==> src/rtl/jtx_pkg.sv <==
package jtx_pkg;

    typedef enum logic [1:0] {
        ST_SYNC = 2'b00,
        ST_ILA  = 2'b01,
        ST_DATA = 2'b10
    } tx_state_e;

    localparam logic [7:0] CH_COMMA = 8'hBC;
    localparam logic [7:0] CH_MFSTART = 8'h1C;
    localparam logic [7:0] CH_MFEND = 8'h7C;
    localparam logic [7:0] CH_CFGMARK = 8'h9C;
    localparam logic [7:0] CH_FREND = 8'hFC;

    // Self-synchronizing scrambler over one 16-bit word, bit 15 first.
    // Returns {next_state[14:0], scrambled[15:0]}.
    function automatic logic [30:0] scr16(input logic [14:0] st, input logic [15:0] d);
        logic [14:0] s;
        logic [15:0] o;
        logic b;
        s = st;
        o = '0;
        for (int i = 15; i >= 0; i--) begin
            b = d[i] ^ s[13] ^ s[14];
            o[i] = b;
            s = {s[13:0], b};
        end
        return {s, o};
    endfunction

endpackage

==> src/rtl/jtx_seq.sv <==
module jtx_seq
    import jtx_pkg::*;
#(
    parameter int F_OCT = 3,
    parameter int K_FR  = 4
) (
    input  logic                       clk,
    input  logic                       rst_n,
    input  logic                       sync_n,
    input  logic [7:0]                 ila_mf,
    output tx_state_e                  state_o,
    output logic [$clog2(F_OCT*K_FR)-1:0] pos_hi_o,
    output logic [$clog2(F_OCT*K_FR)-1:0] pos_lo_o,
    output logic                       second_mf_o,
    output logic [$clog2(F_OCT)-1:0]   oct_hi_o,
    output logic [$clog2(F_OCT)-1:0]   oct_lo_o,
    output logic [$clog2(K_FR)-1:0]    frm_hi_o,
    output logic [$clog2(K_FR)-1:0]    frm_lo_o
);
    localparam int MF = F_OCT * K_FR;
    localparam int PW = $clog2(MF);
    localparam int OW = $clog2(F_OCT);
    localparam int FW = $clog2(K_FR);

    typedef struct packed {
        tx_state_e       st;
        logic [PW-1:0]   pos;
        logic [8:0]      mfc;
        logic [OW-1:0]   oh;
        logic [OW-1:0]   ol;
        logic [FW-1:0]   fh;
        logic [FW-1:0]   fl;
    } seq_t;

    localparam seq_t START = '{st: ST_SYNC, pos: '0, mfc: '0, oh: OW'(0), ol: OW'(1),
                               fh: FW'(K_FR-1), fl: FW'(K_FR-1)};

    seq_t q, n;

    function automatic logic [OW+FW-1:0] adv1(input logic [OW-1:0] o, input logic [FW-1:0] f);
        if (o == OW'(F_OCT-1))
            return {OW'(0), (f == '0) ? FW'(K_FR-1) : f - FW'(1)};
        return {o + OW'(1), f};
    endfunction

    logic [OW+FW-1:0] hi1, hi2, lo2;
    logic [8:0]       last_mf;
    logic [PW-1:0]    pos_lo;

    assign pos_lo  = (q.pos == PW'(MF-1)) ? '0 : q.pos + PW'(1);
    assign last_mf = (ila_mf < 8'd3) ? 9'd3 : {1'b0, ila_mf};

    always_comb begin
        n   = q;
        hi1 = adv1(q.oh, q.fh);
        hi2 = adv1(hi1[OW+FW-1:FW], hi1[FW-1:0]);
        lo2 = adv1(hi2[OW+FW-1:FW], hi2[FW-1:0]);
        if (q.st != ST_SYNC) begin
            n.pos = (q.pos == PW'(MF-2)) ? '0 : q.pos + PW'(2);
            {n.oh, n.fh} = hi2;
            {n.ol, n.fl} = lo2;
        end
        case (q.st)
            ST_SYNC: if (sync_n) n.st = ST_ILA;
            ST_ILA: begin
                if (pos_lo == PW'(MF-1)) begin
                    if (q.mfc == last_mf) begin
                        n.st  = ST_DATA;
                        n.mfc = '0;
                    end else begin
                        n.mfc = q.mfc + 9'd1;
                    end
                end
            end
            ST_DATA: ;
            default: n = START;
        endcase
        if (!sync_n) n = START;
    end

    always_ff @(posedge clk or negedge rst_n) begin
        if (!rst_n) q <= START;
        else        q <= n;
    end

    assign state_o     = q.st;
    assign pos_hi_o    = q.pos;
    assign pos_lo_o    = pos_lo;
    assign second_mf_o = (q.st == ST_ILA) && (q.mfc == 9'd1);
    assign oct_hi_o    = q.oh;
    assign oct_lo_o    = q.ol;
    assign frm_hi_o    = q.fh;
    assign frm_lo_o    = q.fl;

    a_r1_legal_state: assert property (@(posedge clk) disable iff (!rst_n)
        state_o != 2'b11);
    a_r2_sync_forces: assert property (@(posedge clk) disable iff (!rst_n)
        !sync_n |=> (state_o == ST_SYNC && oct_hi_o == '0 && frm_hi_o == FW'(K_FR-1)));
    a_r3_leave_sync: assert property (@(posedge clk) disable iff (!rst_n)
        (state_o == ST_SYNC && sync_n) |=> state_o == ST_ILA);
    a_r3_data_entry: assert property (@(posedge clk) disable iff (!rst_n)
        (state_o == ST_DATA && $past(state_o) == ST_ILA) |-> pos_hi_o == '0);
    a_r4_oct_range: assert property (@(posedge clk) disable iff (!rst_n)
        (oct_hi_o <= OW'(F_OCT-1)) && (oct_lo_o <= OW'(F_OCT-1)));

endmodule

==> src/rtl/jtx_lane.sv <==
module jtx_lane
    import jtx_pkg::*;
#(
    parameter int LANE_ID = 0,
    parameter int LANES   = 2,
    parameter int F_OCT   = 3,
    parameter int K_FR    = 4
) (
    input  logic                          clk,
    input  logic                          rst_n,
    input  tx_state_e                     state_i,
    input  logic [$clog2(F_OCT*K_FR)-1:0] pos_hi_i,
    input  logic [$clog2(F_OCT*K_FR)-1:0] pos_lo_i,
    input  logic                          second_mf_i,
    input  logic [$clog2(F_OCT)-1:0]      oct_hi_i,
    input  logic [$clog2(F_OCT)-1:0]      oct_lo_i,
    input  logic [$clog2(K_FR)-1:0]       frm_hi_i,
    input  logic [$clog2(K_FR)-1:0]       frm_lo_i,
    input  logic                          scr_en_i,
    input  logic [15:0]                   din_i,
    output logic [15:0]                   dout_o,
    output logic [1:0]                    kout_o
);
    localparam int MF = F_OCT * K_FR;
    localparam int PW = $clog2(MF);
    localparam int OW = $clog2(F_OCT);
    localparam logic [7:0] CSUM = 8'((LANE_ID + LANES - 1 + F_OCT - 1 + K_FR - 1) % 256);

    typedef struct packed {
        logic [14:0] scr;
        logic [7:0]  prev;
        logic        pv;
        logic [15:0] dout;
        logic [1:0]  kout;
    } lane_t;

    lane_t q, n;

    function automatic logic [7:0] cfg_oct(input logic [PW-1:0] idx);
        case (idx)
            PW'(0):  return 8'(LANE_ID);
            PW'(1):  return 8'(LANES - 1);
            PW'(2):  return 8'(F_OCT - 1);
            PW'(3):  return 8'(K_FR - 1);
            default: return CSUM;
        endcase
    endfunction

    function automatic logic [8:0] ila_oct(input logic [PW-1:0] pos, input logic second);
        if (pos == '0)                                return {1'b1, CH_MFSTART};
        if (pos == PW'(MF-1))                         return {1'b1, CH_MFEND};
        if (second && pos == PW'(1))                  return {1'b1, CH_CFGMARK};
        if (second && pos >= PW'(2) && pos <= PW'(6)) return {1'b0, cfg_oct(pos - PW'(2))};
        return {1'b0, 8'(pos)};
    endfunction

    logic [14:0] scr_nx;
    logic [15:0] scr_out;
    logic        fe_h, fe_l, me_h, me_l, ch_h, ch_l, pv1;
    logic [7:0]  vh, vl, pr1;
    logic [8:0]  ih, il;

    always_comb begin
        n = q;
        {scr_nx, scr_out} = scr16(q.scr, din_i);
        fe_h = (oct_hi_i == OW'(F_OCT-1));
        fe_l = (oct_lo_i == OW'(F_OCT-1));
        me_h = fe_h && (frm_hi_i == '0);
        me_l = fe_l && (frm_lo_i == '0);
        ih   = ila_oct(pos_hi_i, second_mf_i);
        il   = ila_oct(pos_lo_i, second_mf_i);
        ch_h = 1'b0;
        ch_l = 1'b0;
        vh   = din_i[15:8];
        vl   = din_i[7:0];
        pv1  = q.pv | fe_h;
        pr1  = fe_h ? din_i[15:8] : q.prev;
        if (scr_en_i) begin
            ch_h = fe_h && (me_h ? scr_out[15:8] == CH_MFEND : scr_out[15:8] == CH_FREND);
            ch_l = fe_l && (me_l ? scr_out[7:0] == CH_MFEND : scr_out[7:0] == CH_FREND);
            vh   = scr_out[15:8];
            vl   = scr_out[7:0];
        end else begin
            ch_h = fe_h && q.pv && (din_i[15:8] == q.prev);
            ch_l = fe_l && pv1 && (din_i[7:0] == pr1);
            if (ch_h) vh = me_h ? CH_MFEND : CH_FREND;
            if (ch_l) vl = me_l ? CH_MFEND : CH_FREND;
        end
        case (state_i)
            ST_ILA: begin
                n.dout = {il[7:0], ih[7:0]};
                n.kout = {il[8], ih[8]};
                n.scr  = '0;
                n.pv   = 1'b0;
            end
            ST_DATA: begin
                n.dout = {vl, vh};
                n.kout = {ch_l, ch_h};
                n.scr  = scr_nx;
                n.pv   = pv1 | fe_l;
                n.prev = fe_l ? din_i[7:0] : pr1;
            end
            default: begin
                n.dout = {CH_COMMA, CH_COMMA};
                n.kout = 2'b11;
                n.scr  = '0;
                n.pv   = 1'b0;
            end
        endcase
    end

    always_ff @(posedge clk or negedge rst_n) begin
        if (!rst_n) q <= '{scr: '0, prev: '0, pv: 1'b0, dout: {CH_COMMA, CH_COMMA}, kout: 2'b11};
        else        q <= n;
    end

    assign dout_o = q.dout;
    assign kout_o = q.kout;

    a_r1_comma_fill: assert property (@(posedge clk) disable iff (!rst_n)
        state_i == ST_SYNC |=> (dout_o == {CH_COMMA, CH_COMMA} && kout_o == 2'b11));
    a_r5_mf_start: assert property (@(posedge clk) disable iff (!rst_n)
        (state_i == ST_ILA && pos_hi_i == '0) |=> (dout_o[7:0] == CH_MFSTART && kout_o[0]));
    a_r5_mf_end: assert property (@(posedge clk) disable iff (!rst_n)
        (state_i == ST_ILA && pos_lo_i == PW'(MF-1)) |=> (dout_o[15:8] == CH_MFEND && kout_o[1]));
    a_r9_first_flag_only_at_frame_end: assert property (@(posedge clk) disable iff (!rst_n)
        (state_i == ST_DATA && oct_hi_i != OW'(F_OCT-1)) |=> !kout_o[0]);
    a_r10_second_flag_only_at_frame_end: assert property (@(posedge clk) disable iff (!rst_n)
        (state_i == ST_DATA && oct_lo_i != OW'(F_OCT-1)) |=> !kout_o[1]);

endmodule

==> src/rtl/jtx_link_tx.sv <==
module jtx_link_tx
    import jtx_pkg::*;
#(
    parameter int LANES = 2,
    parameter int F_OCT = 3,
    parameter int K_FR  = 4
) (
    input  logic                       clk,
    input  logic                       rst_n,
    input  logic                       sync_n,
    input  logic [7:0]                 ila_mf,
    input  logic                       scr_en,
    input  logic [LANES*16-1:0]        tx_din,
    output logic [LANES*16-1:0]        tx_dout,
    output logic [LANES*2-1:0]         tx_kout,
    output logic [1:0]                 link_state,
    output logic [$clog2(F_OCT)-1:0]   oct_hi,
    output logic [$clog2(F_OCT)-1:0]   oct_lo,
    output logic [$clog2(K_FR)-1:0]    frm_hi,
    output logic [$clog2(K_FR)-1:0]    frm_lo
);
    localparam int PW = $clog2(F_OCT * K_FR);

    tx_state_e     st;
    logic [PW-1:0] pos_hi, pos_lo;
    logic          second_mf;

    jtx_seq #(.F_OCT(F_OCT), .K_FR(K_FR)) u_seq (
        .clk         (clk),
        .rst_n       (rst_n),
        .sync_n      (sync_n),
        .ila_mf      (ila_mf),
        .state_o     (st),
        .pos_hi_o    (pos_hi),
        .pos_lo_o    (pos_lo),
        .second_mf_o (second_mf),
        .oct_hi_o    (oct_hi),
        .oct_lo_o    (oct_lo),
        .frm_hi_o    (frm_hi),
        .frm_lo_o    (frm_lo)
    );

    for (genvar g = 0; g < LANES; g++) begin : g_lane
        jtx_lane #(.LANE_ID(g), .LANES(LANES), .F_OCT(F_OCT), .K_FR(K_FR)) u_lane (
            .clk         (clk),
            .rst_n       (rst_n),
            .state_i     (st),
            .pos_hi_i    (pos_hi),
            .pos_lo_i    (pos_lo),
            .second_mf_i (second_mf),
            .oct_hi_i    (oct_hi),
            .oct_lo_i    (oct_lo),
            .frm_hi_i    (frm_hi),
            .frm_lo_i    (frm_lo),
            .scr_en_i    (scr_en),
            .din_i       (tx_din[g*16 +: 16]),
            .dout_o      (tx_dout[g*16 +: 16]),
            .kout_o      (tx_kout[g*2 +: 2])
        );
    end

    assign link_state = st;

endmodule

==> config.mk <==
export PLATFORM = sky130hd
export DESIGN_NAME = jtx_link_tx
export DESIGN_NICKNAME = d
export VERILOG_FILES = /design/src/rtl/jtx_pkg.sv /design/src/rtl/jtx_seq.sv /design/src/rtl/jtx_lane.sv /design/src/rtl/jtx_link_tx.sv
export SDC_FILE = /design/constraint.sdc
export NUM_CORES = 1
export LEC_CHECK = 0
export CAP_MARGIN = 20
export CORE_MARGIN = 2
export CORE_UTILIZATION = 34
export CTS_CLUSTER_DIAMETER = 120
export DETAILED_ROUTE_END_ITERATION = 10
export MAX_ROUTING_LAYER = met4
export PLACE_DENSITY = 0.67
export SETUP_SLACK_MARGIN = 0.1
export SLEW_MARGIN = 5
export SYNTH_ARGS = -nofsm -noshare
export SYNTH_HDL_FRONTEND = slang
export SYNTH_SLANG_ARGS = --single-unit
==> constraint.sdc <==
create_clock -name clk -period 2.72 [get_ports clk]
set_input_delay 0.272 -clock clk [delete_from_list [all_inputs] [get_ports clk]]
set_output_delay 0.272 -clock clk [all_outputs]
set_load 0.01 [all_outputs]
==> impl_metrics.yaml, run 1 <==
status:
  status: "finished clean"
worst_setup_path:
  r2r_cells: 11
  crit_required_ns: 3.01
  worst-path-buf-inv: 1
  worstReg2RegEnd: "u_seq.frm_lo_o[1]"
  path_max_fanout: 3
  rrSetupSlack_ns: 0.18
  slowest_stage: "dfstp_2"
  cp_top_family: "adder cells"
  crit_type: "flip-flop to flip-flop"
  critPathArrivalTime_ns: 2.83
  max_stage_delay_ns: 0.53
  critPathLaunchType: "flip-flop"
  crit_chain: "inv_1, ha_2, nor2_2, a21oi_2, ha_1, mux2_4, ha_1, mux2i_1, or2_2, a21oi_2, o21ai_1"
  worstReg2RegStart: "u_seq.frm_hi_o[0]"
  cp-end-kind: "flip-flop"
cells_and_area:
  nets: 895
  final_cell_area_sq_um: 8300
  antenna_cells: 0
  nFillCells: 1980
  area_delta_synth_final_pct: 20.6
  regArea_sq_um: 2660
  multi_input_area_sq_um: 3640
  drive_gt1_frac: 0.134
timing:
  fmax_mhz: 393
  period_share: 0.936
  drv_slew: 0
  slew_headroom: 0.586
  rsz0062_at_grt: "yes"
  setup_viol: 0
  worst_slack_ns: 0.175
  skew_ns: 0.00889
  fin_tns_setup_ns: 0
  hold_viol_final: 0
  post-route-min-period_ns: 2.54
  max_slew.worst_pin.slew_ns: 0.621
  fin_hold_ws_ns: 0.470
yosys:
  synth_ff_type: "dfrtp_1"
  ys_ff_latch: 105
  yosysSeqAreaShare: 0.387
  netlist_top_cells_area: "dfrtp_1, dfstp_2, xnor2_1, xor2_1, buf_4"
  synth_top_cell_area_share: 0.276
  synth_fp_nets: 841
  post-synth-top-area-cell: "dfrtp_1"
  syn-cell-area_sq_um: 6880
  synth_edf_count: 0
  ys_warn_count: 0
  async_flop_share: 1.00
  synth.distinct_cells: 67
  synth_cells: 783
  synth.avg_cell_area_sq_um: 8.79
grt:
  grt_pass1_wl_um: 31700
  grt_pass1_vias: 5675
  antenna_found_initial: 0
  track_usage: 0.196
  grt_overflow_total: 0
  grt_max_degree: 46
route:
  vias: 5828
  first_pass_iters: 5
  wirelength_um: 20200
  ant_nets: 0
  drtIter0Drc: 575
  vias_per_cell: 5.24
  drc: 0
  wl_per_cell_um: 18.1
floorplanning:
  io_pins: 90
  dieArea_sq_um: 21400
  die_h_um: 146
  initial_core_util: 0.343
  core_area_sq_um: 20000
  die_w_um: 146
  std_cell_rows: 52
pwr:
  p_leak_uw: 0.00342
  ir_worst_vdd_v: 0.000309
  cellPowerDensity_nw_per_um2: 946
placement:
  post-place-ws_ns: 0.0320
  placed_area_sq_um: 7890
  portBuffers: 89
  hpwl_um: 15000
  gp_congestion: 0.914
cts:
  root_buffer: "clkbuf_16"
  numCtsBuffers: 9
  cts_sinks: 105
  clk_latency_ns: 0.37
  clk_pin_slew_worst_paths_ns: 0.08
  cts_max_path_buffers: 2
  cts_tree: "yes"
  cts.htree.levels: 3
worst_hold_path:
  hp-class: "input port to asynchronous set/reset pin"
job:
  maxCapViolations: 0
## cells in the mapped netlist (5+ instances only)
master	number
inv_1	25
nand2_1	90
nor3_1	22
xor2_1	40
a21boi_0	5
o211ai_1	6
nor2b_1	14
a21oi_1	34
nand3_1	17
dfstp_2	29
nand2b_1	8
xnor2_1	59
buf_4	46
o22ai_1	12
a31oi_1	8
ha_1	14
and2_1	17
mux2i_1	11
dfrtp_1	76
nand4_1	5
nor4_1	7
a22oi_1	14
or2_2	5
or3_1	5
o21ai_0	46
clkbuf_1	35
nor2_1	58
## sequential cells by signal (all words and copies together) (netlist names), 2 cells and up
register and flops:
u_seq.q 9, u_seq.frm_lo_o 2, g_lane.u_lane.kout_o 4, g_lane.u_lane.dout_o 32, u_seq.oct_lo_o 2, u_seq.pos_hi_o 3, u_seq.frm_hi_o 2, g_lane.u_lane.q 48
u_seq.state_o 2
## power by group
| part | total (uW) | internal (uW) | switching [uW] |
|---|---|---|---|
| logic | 3880 | 1750 | 2130 |
| clock network | 1460 | 815 | 643 |
| registers | 2510 | 2140 | 365 |
| total | 7850 | 4710 | 3140 |
## placed cells by master (no fill, tap or decap), types with 5 or more instances in the layout
| cell | count |
|---|---|
| nand2_1 | 90 |
| clkdlybuf4s50_1 | 88 |
| dfrtp_1 | 76 |
| xnor2_1 | 59 |
| nor2_1 | 57 |
| o21ai_0 | 43 |
| xor2_1 | 40 |
| buf_4 | 40 |
| a21oi_1 | 32 |
| dfstp_2 | 29 |
| inv_1 | 25 |
| nor3_1 | 22 |
| and2_1 | 17 |
| nand3_1 | 17 |
| a22oi_1 | 14 |
| nor2b_1 | 13 |
| ha_1 | 13 |
| o22ai_1 | 12 |
| mux2i_1 | 11 |
| clkbuf_16 | 9 |
| nand2b_1 | 8 |
| a31oi_1 | 8 |
| nor4_1 | 7 |
| o211ai_1 | 6 |
| o21ai_1 | 6 |
| or3_1 | 5 |
| or2_2 | 5 |
| a21boi_0 | 5 |
| nand4_1 | 5 |
## timing repair
action,4_1_cts,5_1_grt
pin swaps,0,6
endpoints found under the setup margin,2,7
resized for setup,0,15
endpoints found under the hold margin,32,0
hold buffers,1,0
buffers inserted,1,3
## per-stage QoR
stage                     power [uW]  std cells  utilization
after floorplan                 5090        783            -
after global placement          6230       1091        0.394
after detailed placement        6260       1091        0.394
after CTS                       7740       1109        0.411
after global routing            8360       1112        0.414
final                           7850       1112        0.414
## layer usage
metal	share of wire	track usage	routed length [um]	vias to the layer above
met3	0.077	0.0456	1550	41
met2	0.45	0.292	9110	222
met1	0.44	0.259	8870	2806
met5	0	-	0	-
li1	-	-	-	2759
met4	0.031	0.0767	632	0
## layout make-up
cell class                 instances  area share
timing repair buffer             131       0.148
multi-input combinational        563       0.438
tap                              270      0.0407
clock inverter                     7      0.0122
sequential                       105       0.321
clock buffer                       9      0.0271
inverter                          27      0.0122
## worst max-delay path by stage
| stage | start | to | slack [ns] | depth (start not counted) |
|---|---|---|---|---|
| after detailed placement | u_seq.frm_hi_o[0] | u_seq.frm_lo_o[1] | 0.03 | 14 |
| final | u_seq.frm_hi_o[0] | u_seq.frm_lo_o[1] | 0.18 | 11 |
| after global placement | u_seq.frm_hi_o[0] | u_seq.frm_lo_o[1] | 0.11 | 14 |
| after CTS | u_seq.frm_hi_o[0] | u_seq.frm_lo_o[1] | 0.10 | 14 |
| after global routing | u_seq.frm_hi_o[1] | u_seq.frm_lo_o[1] | 0.04 | 12 |
| after floorplan | u_seq.oct_lo_o[1] | u_seq.frm_lo_o[1] | 0.19 | 11 |
## cell families (layout without fill, tap and decap cells)
group,after synthesis,count (layout),synth area share
DFF,105,105,0.387
xor gates and xnor gates,99,99,0.126
adders and majority gates,14,14,0.0255
buffers and inverters,115,174,0.0907
AOI/OAI and AO/OA,167,167,0.157
and+or+nand+nor,269,269,0.193
muxes,14,14,0.0209
No activity file was read; power rests on OpenSTA's default activity.
==> run 2, diff against run 1 <==
--- a/config.mk
+++ b/config.mk
@@ -13,6 +13,7 @@
 export MAX_ROUTING_LAYER = met4
 export PLACE_DENSITY = 0.67
 export SETUP_SLACK_MARGIN = 0.1
+export SKIP_LAST_GASP = 1
 export SLEW_MARGIN = 5
 export SYNTH_ARGS = -nofsm -noshare
 export SYNTH_HDL_FRONTEND = slang
==> results of run 2 <==
Same layout as run 1: the final DEF is identical, and so are final timing and power.
==> run 3, diff against run 2 <==
--- a/config.mk
+++ b/config.mk
@@ -6,6 +6,7 @@
 export NUM_CORES = 1
 export LEC_CHECK = 0
 export CAP_MARGIN = 20
+export CORE_ASPECT_RATIO = 0.5
 export CORE_MARGIN = 2
 export CORE_UTILIZATION = 34
 export CTS_CLUSTER_DIAMETER = 120
==> impl_metrics.yaml, run 3 (synthesized netlist as in run 1, its figures left out) <==
grt:
  met1_usage: 0.268
  grt_max_degree: 48
  busiest_layer: "met2"
  grt_overflow_total: 0
  track_usage: 0.192
  grt_pass1_vias: 5638
  use_met2: 0.289
  grt.met3_usage: 0.0356
  grt_pass1_wl_um: 31200
  antenna_found_initial: 0
cts:
  cts_tree: "yes"
  root_buffer: "clkbuf_16"
  numCtsBuffers: 9
  clk_latency_ns: 0.35
  cts_max_path_buffers: 2
  cts.htree.levels: 3
  clk_pin_slew_worst_paths_ns: 0.07
  cts_sinks: 105
placement:
  post-place-ws_ns: 0.0143
  gp_congestion: 0.933
  hpwl_um: 15100
  portBuffers: 89
timing:
  post-route-min-period_ns: 2.57
  max_slew.worst_pin.slew_ns: 0.655
  fin_tns_setup_ns: 0
  rsz0062_at_grt: "no"
  fmax_mhz: 389
  slew_headroom: 0.562
  worst_slack_ns: 0.149
  hold_viol_final: 0
  setup_viol: 0
  period_share: 0.945
  drv_slew: 0
  skew_ns: 0.00794
floorplanning:
  dieArea_sq_um: 21500
  die_w_um: 205
  std_cell_rows: 36
  die_h_um: 105
  io_pins: 90
  initial_core_util: 0.350
  core_area_sq_um: 19600
worst_setup_path:
  cp_top_family: "adder cells"
  critPathArrivalTime_ns: 2.83
  slowest_stage: "dfstp_2"
  worst-path-buf-inv: 1
  crit_chain: "inv_2, ha_2, nor2_2, a21oi_2, ha_1, mux2_4, ha_4, mux2i_1, or2_2, a21oi_2, o21ai_1"
  crit_required_ns: 2.98
  max_stage_delay_ns: 0.57
  cp-end-kind: "flip-flop"
  path_max_fanout: 3
  critPathLaunchType: "flip-flop"
  path_common_cell: "a21oi_2"
  crit_type: "flip-flop to flip-flop"
cells_and_area:
  regMostFlops: "g_lane.u_lane.q"
  antenna_cells: 0
  fin_util: 0.423
  drive_gt1_frac: 0.144
  area_delta_synth_final_pct: 20.6
  layout_commonest_cell: "nand2_1"
  largest_register_ffs: 48
  mostFrequentLayoutCells: "nand2_1, clkdlybuf4s50_1, dfrtp_1, xnor2_1, nor2_1"
  nets: 901
route:
  first_pass_iters: 5
  wirelength_um: 20000
  vias_per_cell: 5.32
  wl_per_cell_um: 18.0
  drc: 0
  ant_nets: 0
  drtIter0Drc: 524
  vias: 5918
pwr:
  pwr-share-seq: 0.327
  pwr-share-comb: 0.504
  p_leak_uw: 0.00342
  cellPowerDensity_nw_per_um2: 945
  ir_worst_vdd_v: 0.000409
  intPower_uw: 4690
  p_sw_frac: 0.402
  clock_power_share: 0.169
  p_switching_uw: 3150
job:
  maxCapViolations: 0
worst_hold_path:
  hp-class: "input port to asynchronous set/reset pin"
status:
  status: "finished clean"
run 3: power groups by stage:
| stage | combinational (uW) | clock [uW] | sequential [uW] |
|---|---|---|---|
| finish | 3950 | 1330 | 2560 |
| CTS | 3740 | 1350 | 2560 |
| global placement | 3620 | 0 | 2570 |
| floorplan | 2660 | 0 | 2430 |
| detailed placement | 3700 | 0 | 2590 |
| global route | 4310 | 1410 | 2620 |
run 3: metal layers:
metal	vias up	part of all wire
met5	-	0
met4	0	0.014
met3	25	0.066
met2	216	0.45
met1	2910	0.46
li1	2767	-
run 3: layout make-up:
class	count	area, sq um
repair buffers	137	1260
clock inverters	5	56.3
fillers	1935	11300
well taps	266	333
inverters	27	101
flip-flops and latches	105	2660
multi-input cells	563	3640
clock buffers	10	239
run 3: repair_timing:
action,CTS,global route
setup endpoints to repair,2,2
cloned,0,0
pin swaps,1,4
setup buffers,2,4
endpoints found under the hold margin,28,0
hold buffers,1,0
gates resized for setup,2,16
run 3: final timing paths:
check	end	from	slack [ns]	cells past startpoint
max in group asynchronous	g_lane[1].u_lane.q[33]	rst_n	1.48	3
max reg2reg	u_seq.frm_lo_o[1]	u_seq.frm_hi_o[1]	0.15	11
min	g_lane[1].u_lane.dout_o[0]	rst_n	0.49	2
min reg2reg	g_lane[0].u_lane.q[20]	g_lane[0].u_lane.q[20]	0.55	2
min in group clk	g_lane[0].u_lane.q[20]	g_lane[0].u_lane.q[20]	0.55	2
max	u_seq.frm_lo_o[1]	u_seq.frm_hi_o[1]	0.15	11
run 3: through the flow:
step | cells | total power, uW | hold WS, ns | area [sq um]
finish | 1113 | 7840 | 0.486 | 8300
floorplan | 783 | 5090 | -0.0236 | 6880
detailed placement | 1091 | 6290 | 0.335 | 7900
global placement | 1091 | 6190 | 0.322 | 7900
global route | 1113 | 8340 | 0.537 | 8300
CTS | 1109 | 7650 | 0.513 | 8230
